<file path="config.mk">
export PLATFORM = sky130hd
export DESIGN_NAME = sd_cmd_engine
export DESIGN_NICKNAME = d
export VERILOG_FILES = /design/src/rtl/sd_cmd_pkg.sv /design/src/rtl/sd_frame_gen.sv /design/src/rtl/sd_poll_timer.sv /design/src/rtl/sd_trail_shift.sv /design/src/rtl/sd_cmd_engine.sv
export SDC_FILE = /design/constraint.sdc
export NUM_CORES = 1
export LEC_CHECK = 0
export ABC_AREA = 1
export BUFFER_PORTS_ARGS = -buffer_cell sky130_fd_sc_hd__buf_4
export CORE_MARGIN = 10
export CORE_UTILIZATION = 55
export CTS_BUF_LIST = sky130_fd_sc_hd__clkbuf_16
export DETAILED_ROUTE_END_ITERATION = 8
export GPL_ROUTABILITY_DRIVEN = 0
export HOLD_SLACK_MARGIN = 0.03
export PLACE_DENSITY = 0.89
export REMOVE_ABC_BUFFERS = 1
export SYNTH_ARGS = -nofsm -noshare
export SYNTH_HDL_FRONTEND = slang
export SYNTH_SLANG_ARGS = --single-unit
</file>
<file path="constraint.sdc">
create_clock -name clk_i -period 2.1 [get_ports clk_i]
set_input_delay 0.63 -clock clk_i [delete_from_list [all_inputs] [get_ports clk_i]]
set_output_delay 0.63 -clock clk_i [all_outputs]
set_load 0.02 [all_outputs]
</file>
<file path="src/rtl/sd_cmd_pkg.sv">
package sd_cmd_pkg;
  typedef enum logic [2:0] {
    ST_IDLE,
    ST_LEAD,
    ST_CMD,
    ST_POLL,
    ST_TRAIL,
    ST_FILL
  } eng_state_e;

  localparam logic [7:0]  FILL_BYTE   = 8'hFF;
  localparam logic [7:0]  CRC_PLAIN   = 8'h95;
  localparam logic [7:0]  CRC_IFCOND  = 8'h87;
  localparam logic [1:0]  CMD_PREFIX  = 2'b01;
  localparam logic [5:0]  IFCOND_IDX  = 6'd8;
  localparam logic [31:0] IFCOND_ARG  = 32'h0000_01AA;
  localparam logic [5:0]  OCR_IDX     = 6'd58;
  localparam int unsigned FRAME_LEN   = 6;
  localparam int unsigned TRAIL_LEN   = 4;
endpackage

</file>
<file path="src/rtl/sd_frame_gen.sv">
module sd_frame_gen
  import sd_cmd_pkg::*;
#(
  parameter int unsigned ARG_BYTES = 4
) (
  input  logic [5:0]             cmd_i,
  input  logic [8*ARG_BYTES-1:0] arg_i,
  input  logic [2:0]             sel_i,
  output logic [7:0]             byte_o
);
  logic [7:0] arg_bytes [ARG_BYTES];
  logic [7:0] crc_byte;

  // argument bytes in transmit order, most significant first
  for (genvar g = 0; g < ARG_BYTES; g++) begin : g_arg
    assign arg_bytes[g] = arg_i[8*(ARG_BYTES-g)-1 -: 8];
  end

  assign crc_byte = (cmd_i == IFCOND_IDX && arg_i == IFCOND_ARG) ? CRC_IFCOND : CRC_PLAIN;

  always_comb begin
    byte_o = FILL_BYTE;
    if (sel_i == 3'd0)
      byte_o = {CMD_PREFIX, cmd_i};
    else if (int'(sel_i) <= ARG_BYTES)
      byte_o = arg_bytes[int'(sel_i) - 1];
    else if (int'(sel_i) == ARG_BYTES + 1)
      byte_o = crc_byte;
  end
endmodule

</file>
<file path="src/rtl/sd_poll_timer.sv">
module sd_poll_timer #(
  parameter int unsigned POLL_LIMIT = 5000
) (
  input  logic clk_i,
  input  logic rst_ni,
  input  logic clr_i,
  input  logic step_i,
  output logic expired_o
);
  localparam int unsigned CW = $clog2(POLL_LIMIT + 1);

  logic [CW-1:0] cnt_q;

  always_ff @(posedge clk_i or negedge rst_ni) begin
    if (!rst_ni)      cnt_q <= '0;
    else if (clr_i)   cnt_q <= '0;
    else if (step_i)  cnt_q <= cnt_q + 1'b1;
  end

  // current poll slot is the last one allowed
  assign expired_o = (cnt_q == CW'(POLL_LIMIT - 1));

  p_no_overflow_r6: assert property (@(posedge clk_i) disable iff (!rst_ni)
    cnt_q < CW'(POLL_LIMIT));
endmodule

</file>
<file path="src/rtl/sd_trail_shift.sv">
module sd_trail_shift #(
  parameter int unsigned NBYTES = 4
) (
  input  logic                clk_i,
  input  logic                rst_ni,
  input  logic                clr_i,
  input  logic                shift_i,
  input  logic [7:0]          din_i,
  output logic [8*NBYTES-1:0] dout_o
);
  logic [8*NBYTES-1:0] sh_q;

  always_ff @(posedge clk_i or negedge rst_ni) begin
    if (!rst_ni)       sh_q <= '0;
    else if (clr_i)    sh_q <= '0;
    else if (shift_i)  sh_q <= {sh_q[8*NBYTES-9:0], din_i};
  end

  assign dout_o = sh_q;
endmodule

</file>
<file path="src/rtl/sd_cmd_engine.sv">
module sd_cmd_engine
  import sd_cmd_pkg::*;
#(
  parameter int unsigned POLL_LIMIT = 5000
) (
  input  logic        clk_i,
  input  logic        rst_ni,
  input  logic        start_i,
  input  logic [5:0]  cmd_idx_i,
  input  logic [31:0] cmd_arg_i,
  input  logic        hold_cs_i,
  output logic        busy_o,
  output logic        done_o,
  output logic        timeout_o,
  output logic [7:0]  r1_o,
  output logic [31:0] trail_o,
  output logic        cs_no,
  output logic        xfer_req_o,
  output logic [7:0]  xfer_tx_o,
  input  logic        xfer_ack_i,
  input  logic [7:0]  xfer_rx_i
);
  localparam logic [2:0] FRAME_LAST = 3'(FRAME_LEN - 1);
  localparam logic [2:0] TRAIL_LAST = 3'(TRAIL_LEN - 1);

  eng_state_e  state_q;
  logic [5:0]  cmd_q;
  logic [31:0] arg_q;
  logic        keep_q;
  logic [2:0]  idx_q;
  logic        req_q;
  logic [7:0]  tx_q;
  logic        cs_q;
  logic        done_q;
  logic        tout_q;
  logic [7:0]  r1_q;

  logic [7:0]  frame_byte;
  logic [7:0]  next_tx;
  logic        start_acc;
  logic        ack_fire;
  logic        poll_expired;
  logic        poll_step;
  logic        trail_step;

  assign start_acc  = (state_q == ST_IDLE) && start_i;
  assign ack_fire   = req_q && xfer_ack_i;
  assign poll_step  = ack_fire && (state_q == ST_POLL) && xfer_rx_i[7] && !poll_expired;
  assign trail_step = ack_fire && (state_q == ST_TRAIL);
  assign next_tx    = (state_q == ST_CMD) ? frame_byte : FILL_BYTE;

  sd_frame_gen #(.ARG_BYTES(4)) u_frame (
    .cmd_i  (cmd_q),
    .arg_i  (arg_q),
    .sel_i  (idx_q),
    .byte_o (frame_byte)
  );

  sd_poll_timer #(.POLL_LIMIT(POLL_LIMIT)) u_timer (
    .clk_i     (clk_i),
    .rst_ni    (rst_ni),
    .clr_i     (start_acc),
    .step_i    (poll_step),
    .expired_o (poll_expired)
  );

  sd_trail_shift #(.NBYTES(TRAIL_LEN)) u_trail (
    .clk_i   (clk_i),
    .rst_ni  (rst_ni),
    .clr_i   (start_acc),
    .shift_i (trail_step),
    .din_i   (xfer_rx_i),
    .dout_o  (trail_o)
  );

  always_ff @(posedge clk_i or negedge rst_ni) begin
    if (!rst_ni) begin
      state_q <= ST_IDLE;
      cmd_q   <= '0;
      arg_q   <= '0;
      keep_q  <= 1'b0;
      idx_q   <= '0;
      req_q   <= 1'b0;
      tx_q    <= FILL_BYTE;
      cs_q    <= 1'b1;
      done_q  <= 1'b0;
      tout_q  <= 1'b0;
      r1_q    <= FILL_BYTE;
    end else begin
      done_q <= 1'b0;
      if (state_q == ST_IDLE) begin
        if (start_i) begin
          cmd_q   <= cmd_idx_i;
          arg_q   <= cmd_arg_i;
          keep_q  <= hold_cs_i;
          idx_q   <= '0;
          cs_q    <= 1'b0;
          tout_q  <= 1'b0;
          r1_q    <= FILL_BYTE;
          state_q <= ST_LEAD;
        end
      end else if (!req_q) begin
        req_q <= 1'b1;
        tx_q  <= next_tx;
      end else if (xfer_ack_i) begin
        req_q <= 1'b0;
        unique case (state_q)
          ST_LEAD: begin
            idx_q   <= '0;
            state_q <= ST_CMD;
          end
          ST_CMD: begin
            if (idx_q == FRAME_LAST) begin
              idx_q   <= '0;
              state_q <= ST_POLL;
            end else begin
              idx_q <= idx_q + 1'b1;
            end
          end
          ST_POLL: begin
            if (!xfer_rx_i[7]) begin
              r1_q <= xfer_rx_i;
              if (cmd_q == OCR_IDX) begin
                idx_q   <= '0;
                state_q <= ST_TRAIL;
              end else if (keep_q) begin
                done_q  <= 1'b1;
                state_q <= ST_IDLE;
              end else begin
                cs_q    <= 1'b1;
                state_q <= ST_FILL;
              end
            end else if (poll_expired) begin
              tout_q  <= 1'b1;
              cs_q    <= 1'b1;
              state_q <= ST_FILL;
            end
          end
          ST_TRAIL: begin
            if (idx_q == TRAIL_LAST) begin
              if (keep_q) begin
                done_q  <= 1'b1;
                state_q <= ST_IDLE;
              end else begin
                cs_q    <= 1'b1;
                state_q <= ST_FILL;
              end
            end else begin
              idx_q <= idx_q + 1'b1;
            end
          end
          ST_FILL: begin
            done_q  <= 1'b1;
            state_q <= ST_IDLE;
          end
          default: state_q <= ST_IDLE;
        endcase
      end
    end
  end

  assign busy_o     = (state_q != ST_IDLE);
  assign done_o     = done_q;
  assign timeout_o  = tout_q;
  assign r1_o       = r1_q;
  assign cs_no      = cs_q;
  assign xfer_req_o = req_q;
  assign xfer_tx_o  = tx_q;

  p_cs_active_r4: assert property (@(posedge clk_i) disable iff (!rst_ni)
    (state_q inside {ST_LEAD, ST_CMD, ST_POLL, ST_TRAIL}) |-> !cs_no);

  p_frame_prefix_r1: assert property (@(posedge clk_i) disable iff (!rst_ni)
    (xfer_req_o && state_q == ST_CMD && idx_q == 3'd0) |-> (xfer_tx_o[7:6] == CMD_PREFIX));

  p_filler_tx_r5: assert property (@(posedge clk_i) disable iff (!rst_ni)
    (xfer_req_o && state_q != ST_CMD) |-> (xfer_tx_o == FILL_BYTE));

  p_fill_released_r7: assert property (@(posedge clk_i) disable iff (!rst_ni)
    (state_q == ST_FILL) |-> cs_no);

  p_req_hold: assert property (@(posedge clk_i) disable iff (!rst_ni)
    (xfer_req_o && !xfer_ack_i) |=> (xfer_req_o && $stable(xfer_tx_o)));

  p_done_pulse_r10: assert property (@(posedge clk_i) disable iff (!rst_ni)
    done_o |=> !done_o);

  p_busy_ignore_r10: assert property (@(posedge clk_i) disable iff (!rst_ni)
    (busy_o && start_i) |=> ($stable(cmd_q) && $stable(arg_q)));

  p_timeout_report_r6: assert property (@(posedge clk_i) disable iff (!rst_ni)
    (done_o && timeout_o) |-> (r1_o == FILL_BYTE && cs_no));
endmodule

</file>
==> flow_summary.toml, run 1 <==
[global_routing]
grt_pass1_vias = 4888
grt_pass1_wl_mm = 23.7
grtUsageMet1_pct = 24.1
met3_usage_pct = 5.28
grt_busiest_layer = "met2"
grt-ovfl-total = 0
grt_usage_pct = 20.3
grt_max_degree = 111
antenna_found_initial = 0
met2_usage_pct = 34.1

[finish]
final_cell_mix = "nand2_1 (177), buf_4 (114), dfrtp_1 (93)"
layout_commonest_cell = "nand2_1"
seqCellArea_mm2 = 0.00277
multiInputGateArea_mm2 = 0.00208
nets = 813
n_antenna_cell = 0
drive_above_1_share_pct = 21.3
syn2layout_area_growth_pct = 24.2
n_fill_cell = 676

[synth]
ys_types = 31
synth_top_cell_by_area = "dfrtp_1"
ys_seq_elements = 110
synth_edf_count = 0
yosys-top-cells-area = "dfrtp_1 (44%), nand2_1 (13%), dfstp_2 (8.4%)"
synth_top_area_share_pct = 44.0
synthArstFlopShare_pct = 100
ys_warn_count = 0
syn_inst = 651
synthFlopType = "dfrtp_1"
postSynthAreaPerCell_um2 = 8.12
netlist_area_mm2 = 0.00529
ys_seq_area_share_pct = 52.5

[worst_setup_path]
path_class = "reg2out"
cp-end-kind = "output pin"
crit_path_max_fanout = 6
critPathLaunchType = "register"
critPathArrivalTime_ns = 1.34
worstPathRequired_ns = 1.47

[clock_tree]
clk-insertion-delay-late_ns = 0.36
cts_made_buffers = 9
clock_path_buffers = 2
cts_tree = "done"
cts.clk_slew.worst_paths_ns = 0.09
clockRootBuffer = "clkbuf_16"
cts.sink_count = 110
h-tree-depth = 3

[route]
via_per_inst = 5.49
drtPass1Iterations = 6
wl_per_cell_um = 16.1
dr.first_iter.drc_count = 613
drc = 0
wirelength_mm = 14.4
drtAntennaViolNets = 0
dr_total_vias = 4893

[die]
start_util_pct = 56.9
row_count = 35
coreArea_mm2 = 0.00928
floorplan.io_pins = 104
die_h_um = 118
fp.dieW_um = 118
dieArea_mm2 = 0.0139

[sta]
hold_viol = 0
worst_slew_pin_slew_ns = 0.586
slew_headroom_pct = 61.0
finalCritPeriodShare_pct = 94.0
rsz0062_at_grt = "false"
fmax_mhz = 506
skew_ns = 0.0119
whs_ns = 0.315
setup_viol = 0
drv_slew = 0
min_period_ns = 1.97

[outcome]
status = "complete, no violations"

[power]
power_leakage_uw = 0.00321
power.density_mw_per_mm2 = 1320
vdd_drop_max_uv = 769
power_uw = 8680

[run]
maxCapViolCount = 0

[placement]
port_buffers = 103
dp_hpwl_mm = 10.2

[worst_hold_path]
hp-class = "in2async"
stage by stage:
step                setup WS (ns)  utilization [%]  TNS [ns]  area [µm²]  std cells
floorplan                   -1.04                -    -57.22        5170        628
global placement            0.296             66.9         0        6210        873
detailed placement          0.146             66.9         0        6210        873
CTS                        0.0817             70.4         0        6540        890
global route               0.0544             70.7         0        6570        891
finish                      0.125             70.7         0        6570        891
synth_stat cells, types with 2 or more instances:
cell      number
o21ai_0       63
buf_2          8
nor2_4         3
inv_1         84
clkbuf_1      10
nand3_1       29
o22ai_1       24
nand2_2        2
xor2_1         8
dfstp_2       17
nand4_1        7
buf_4          4
nor3_1        11
ha_1           5
a21oi_1       22
nand2_1      177
dfrtp_1       93
o211ai_1       3
a31oi_1       11
nor2_1        59
where the power goes:
| group | leakage, µW | total (µW) | internal [µW] | switching [µW] |
|---|---|---|---|---|
| combinational | 0.00165 | 3530 | 1260 | 2270 |
| clock | 0.000154 | 1770 | 870 | 896 |
| sequential | 0.00141 | 3390 | 2860 | 532 |
final timing paths:
kind | end | depth (start not counted) | from | slack, ns
worst max-delay path | busy_o | 4 | state_q[0]$_DFFE_PN0P_ | 0.13
worst min-delay path | arg_q[27]$_DFFE_PN0P_ | 2 | rst_ni | 0.32
worst max register to register | idx_q[1]$_DFFE_PN0P_ | 9 | state_q[0]$_DFFE_PN0P_ | 0.21
worst min register to register | arg_q[5]$_DFFE_PN0P_ | 2 | arg_q[5]$_DFFE_PN0P_ | 0.50
max in group asynchronous | u_timer.cnt_q[3]$_DFFE_PN0P_ | 2 | rst_ni | 1.32
min in group clk_i | arg_q[22]$_DFFE_PN0P_ | 3 | cmd_arg_i[22] | 0.47
timing repair:
action / CTS / global route
resized for setup: 0 / 3
setup buffers: 1 / 1
hold buffers: 0 / 0
endpoints found under the setup margin: 1 / 35
pin swaps: 1 / 1
registers in the layout (all words and copies together), names as in the netlist:
signal	flops
timeout_o	1
xfer_req_o	1
state_q	3
keep_q	1
r1_o	8
cs_no	1
u_trail.dout_o	32
cmd_q	6
done_o	1
idx_q	3
arg_q	32
xfer_tx_o	8
u_timer.cnt_q	13
metal layers:
metal / share of wire (%) / routed length [µm]
met1: 40 / 5780
met2: 49 / 7100
met3: 8.0 / 1150
met4: 2.3 / 335
met5: 0 / 0
cells by family (layout without fill, tap and decap cells):
group | Yosys count | in the layout | share of synthesized area, %
compound gates | 128 | 128 | 13.7
xor+xnor | 9 | 9 | 1.49
fa+ha+maj | 5 | 5 | 1.18
buf+inv | 108 | 219 | 8.28
flops | 110 | 110 | 52.5
simple gates | 291 | 291 | 22.9
worst max-delay path: stages (launching register included):
cell     delay [ns]
dfrtp_1        0.45
nor2_2         0.17
nand2_2        0.07
buf_4          0.14
buf_4          0.15
cell type report:
class	instances	area share (%)
Clock buffer	9	3.43
Inverter	85	4.86
Sequential cell	110	42.2
Timing Repair Buffer	118	14.0
Clock inverter	7	1.39
Multi-Input combinational cell	433	31.6
Tap cell	129	2.46
No activity file was read; power rests on OpenSTA's default activity.
==> inputs of run 2 (changes only) <==
Settings changed: RECOVER_POWER from default to 25.
==> run 2 against run 1 <==
Sequential cell count unchanged. Register-to-register slack about the same. Global-route usage is the same.
==> flow_summary.toml, run 2 (synthesis results as in run 1) <==
[placement]
placed_cells = 873
dp_hpwl_mm = 10.2
port_buffers = 103

[global_routing]
antenna_found_initial = 0
grt_pass1_wl_mm = 23.7
grt_max_degree = 111
grt_pass1_vias = 4888
grt-ovfl-total = 0
grt_usage_pct = 20.3

[run]
maxCapViolCount = 0

[clock_tree]
cts.clk_slew.worst_paths_ns = 0.09
clk-insertion-delay-late_ns = 0.36
h-tree-depth = 3
cts_made_buffers = 9
clock_path_buffers = 2
cts_tree = "done"
cts.sink_count = 110
clockRootBuffer = "clkbuf_16"

[route]
drtAntennaViolNets = 0
drtPass1Iterations = 6
drc = 0
via_per_inst = 5.47
wirelength_mm = 14.3
dr.first_iter.drc_count = 530
wl_per_cell_um = 16.1
dr_total_vias = 4870

[outcome]
status = "complete, no violations"

[die]
fp.dieW_um = 118
start_util_pct = 56.9
die_h_um = 118
coreArea_mm2 = 0.00928
dieArea_mm2 = 0.0139
row_count = 35
floorplan.io_pins = 104

[power]
power.density_mw_per_mm2 = 1320
p_int_uw = 4980
pwr-share-comb_pct = 40.6
switching_share_pct = 42.6
p_sw_uw = 3690
vdd_drop_max_uv = 770
power_leakage_uw = 0.00320
p_clk_share_pct = 20.3
seqPwrFrac_pct = 39.1

[finish]
layout.cells.non_filler = 891
syn2layout_area_growth_pct = 24.0
final_cell_mix = "nand2_1 (177), buf_4 (113), dfrtp_1 (93)"
n_antenna_cell = 0
drive_above_1_share_pct = 21.3
layout_commonest_cell = "nand2_1"
nets = 813

[worst_setup_path]
cp-end-kind = "output pin"
critPathArrivalTime_ns = 1.35
worstPathRequired_ns = 1.47
rr_startpoint = "state_q[0]$_DFFE_PN0P_"
path_class = "reg2out"
crit_path_max_fanout = 6
critPathLaunchType = "register"
startpoint = "state_q[0]$_DFFE_PN0P_"

[sta]
min_period_ns = 1.98
drv_slew = 0
setup_viol = 0
skew_ns = 0.0125
rsz0062_at_grt = "false"
slew_headroom_pct = 3.53
final.setup.tns_ns = 0
whs_ns = 0.472
hold_viol = 0
fmax_mhz = 506
worst_slew_pin_slew_ns = 1.45
finalCritPeriodShare_pct = 94.1

[worst_hold_path]
hp-class = "in2reg"
hp-start = "cmd_arg_i[22]"
## run 2: changes by cell type in the layout (fill, tap and decap cells not counted), sizes merged
| cell | before | now |
|---|---|---|
| buf | 118 | 116 |
| clkbuf | 9 | 11 |
## run 2: worst paths after layout
kind                                                  endpoint  slack [ns]  cells after the start
worst min-delay path                     arg_q[22]$_DFFE_PN0P_        0.47                      3
min in group asynchronous                arg_q[27]$_DFFE_PN0P_        0.71                      2
worst min register to register             r1_o[7]$_DFFE_PN1P_        0.50                      2
worst max-delay path                                    busy_o        0.12                      4
max in group asynchronous       u_trail.dout_o[15]$_DFFE_PN0P_        0.45                      2
worst max register to register            idx_q[1]$_DFFE_PN0P_        0.21                      9
## run 2: timing repair
item / CTS / global route
setup endpoints to repair: 1 / 35
hold endpoints to repair: 0 / 0
resized for setup: 0 / 3
hold buffers: 0 / 0
setup buffers: 1 / 1
pin swaps: 1 / 1
## run 2: layout make-up
type,instances,area [µm²]
Clock buffer,9,225
Clock inverter,7,91.3
Fill cell,678,2730
Inverter,85,319
Multi-Input combinational cell,433,2080
Sequential cell,110,2770
Tap cell,129,161
Timing Repair Buffer,118,906
## run 2: metrics by stage
stage | util (%) | instance area, µm² | power (µW) | worst slack, ns
floorplan | - | 5170 | 5480 | -1.04
global placement | 66.9 | 6210 | 6610 | 0.296
detailed placement | 66.9 | 6210 | 6790 | 0.146
CTS | 70.4 | 6540 | 8610 | 0.0817
global route | 70.6 | 6550 | 9270 | 0.0544
finish | 70.6 | 6550 | 8680 | 0.125
## run 2: layer usage
metal / vias to the layer above / track usage [%] / part of all wire, %
li1: 2315 / - / -
met1: 2321 / 24.1 / 40
met2: 195 / 34.1 / 50
met3: 39 / 5.28 / 7.5
met4: 0 / 8.35 / 2.7
met5: - / 0 / 0
## run 2: power groups by stage
stage / combinational [µW] / clock [µW] / sequential [µW]
final: 3520 / 1760 / 3390
after global routing: 3930 / 1870 / 3470
after CTS: 3470 / 1780 / 3370
after detailed placement: 3390 / 0 / 3390
after global placement: 3240 / 0 / 3370
after floorplan: 1970 / 0 / 3500
## run 2: worst max-delay path, cell delays in order, from the launching register on
cell     delay (ns)
dfrtp_1        0.45
nor2_2         0.17
nand2_2        0.07
buf_4          0.14
buf_4          0.15
==> inputs of run 3 (changes only) <==
Settings changed: CELL_PAD_IN_SITES_DETAIL_PLACEMENT from default to 1, CELL_PAD_IN_SITES_GLOBAL_PLACEMENT from default to 2, CORE_UTILIZATION 55 to 32, PLACE_DENSITY 0.89 to 0.88.
==> run 3 against run 2 <==
Design area up 1.4%. Largest power group unchanged. Sequential share of layout area decreased by 0.57 points. Critical path type unchanged. Clock skew fell by 0.0013 ns. Sequential power is essentially flat. Maximum frequency increased by 1.0%.
==> flow_summary.toml, run 3 (synthesis results as in run 1) <==
[worst_setup_path]
critical-path-max-stage-delay_ns = 0.46
critPathLaunchType = "register"
cp_slowest_cell = "dfrtp_1"
path_cells = "nor2_2 -> nand2_2 -> buf_4"
worstPathRequired_ns = 1.47
cp_top_family = "flip-flops"
path_class = "reg2out"
cp-end-kind = "output pin"
path_buf_inv = 1
critPathArrivalTime_ns = 1.33
crit_path_max_fanout = 7

[finish]
n_antenna_cell = 0
drive_above_1_share_pct = 21.3
layout_commonest_cell = "nand2_1"
syn2layout_area_growth_pct = 25.7
final_cell_mix = "nand2_1 (177), buf_4 (113), dfrtp_1 (93)"
stdcell_area_mm2 = 0.00664
nets = 813
layout.cells.non_filler = 978

[placement]
dp_hpwl_mm = 12.7
placed_cells = 962
port_buffers = 103
place_area_mm2 = 0.00637

[clock_tree]
clockRootBuffer = "clkbuf_16"
cts_tree = "done"
h-tree-depth = 3
clk-insertion-delay-late_ns = 0.36
postCtsSetupBuffers = 0
cts_made_buffers = 9
clock_path_buffers = 2
hold_buffers = 0
cts.clk_slew.worst_paths_ns = 0.08
cts.sink_count = 110
cts_resized = 0

[global_routing]
grt_pass1_vias = 5254
grt-ovfl-total = 0
grt_usage_pct = 15.2
grt_pass1_wl_mm = 27.4
antenna_found_initial = 0
grt_max_degree = 67

[die]
coreArea_mm2 = 0.0161
floorplan.io_pins = 104
dieArea_mm2 = 0.0221
fp.dieW_um = 149
row_count = 46
start_util_pct = 32.9
die_h_um = 149

[sta]
rsz0062_at_grt = "false"
worst_slew_pin_slew_ns = 1.08
slew_headroom_pct = 27.9
fmax_mhz = 511
finalCritPeriodShare_pct = 93.1
skew_ns = 0.0111
hold_viol = 0
min_period_ns = 1.96
setup_viol = 0
whs_ns = 0.102
drv_slew = 0

[route]
via_per_inst = 4.79
dr_total_vias = 4685
wirelength_mm = 16.6
wl_per_cell_um = 17.0
drc = 0
drtAntennaViolNets = 0
dr.first_iter.drc_count = 225
drtPass1Iterations = 4

[run]
maxCapViolCount = 0

[outcome]
status = "complete, no violations"

[power]
power_uw = 8720
power.density_mw_per_mm2 = 1310
power_leakage_uw = 0.00319
vdd_drop_max_uv = 481

[worst_hold_path]
hp-class = "in2async"
-- run 3: through the flow --
| stage | util, % | setup TNS [ns] | worst slack (ns) |
|---|---|---|---|
| final | 41.4 | 0 | 0.145 |
| after global routing | 41.4 | 0 | 0.0421 |
| after CTS | 41.5 | 0 | 0.0869 |
| after detailed placement | 39.7 | 0 | 0.265 |
| after global placement | 39.7 | 0 | 0.354 |
| after floorplan | - | -57.22 | -1.04 |
-- run 3: report_power, final --
part / internal (µW) / leakage, µW / switching [µW]
logic: 1250 / 0.00164 / 2350
registers: 2860 / 0.00141 / 521
clock network: 845 / 0.000145 / 895
-- run 3: per-layer routing --
| metal | global-route usage (%) | up-vias | wire length (µm) |
|---|---|---|---|
| met5 | 0 | - | 0 |
| met4 | 3.77 | 0 | 185 |
| met3 | 3.09 | 11 | 531 |
| met2 | 26.6 | 65 | 8530 |
| met1 | 18.8 | 2309 | 7360 |
| li1 | - | 2300 | - |
-- run 3: layout make-up --
cell class / instances / area [µm²]
fillers: 1962 / 9410
flip-flops and latches: 110 / 2770
multi-input cells: 433 / 2080
repair buffers: 118 / 905
inverters: 85 / 319
well taps: 216 / 270
clock buffers: 9 / 225
clock inverters: 7 / 71.3
-- run 3: worst paths after layout --
path	to	from	depth (start not counted)	slack, ns
worst max-delay path	busy_o	state_q[0]$_DFFE_PN0P_	3	0.14
worst min-delay path	arg_q[15]$_DFFE_PN0P_	rst_ni	1	0.10
worst max register to register	u_timer.cnt_q[9]$_DFFE_PN0P_	state_q[0]$_DFFE_PN0P_	8	0.25
worst min register to register	r1_o[0]$_DFFE_PN1P_	r1_o[0]$_DFFE_PN1P_	2	0.50
max in group asynchronous	arg_q[24]$_DFFE_PN0P_	rst_ni	2	0.68
min in group clk_i	arg_q[3]$_DFFE_PN0P_	cmd_arg_i[3]	3	0.46
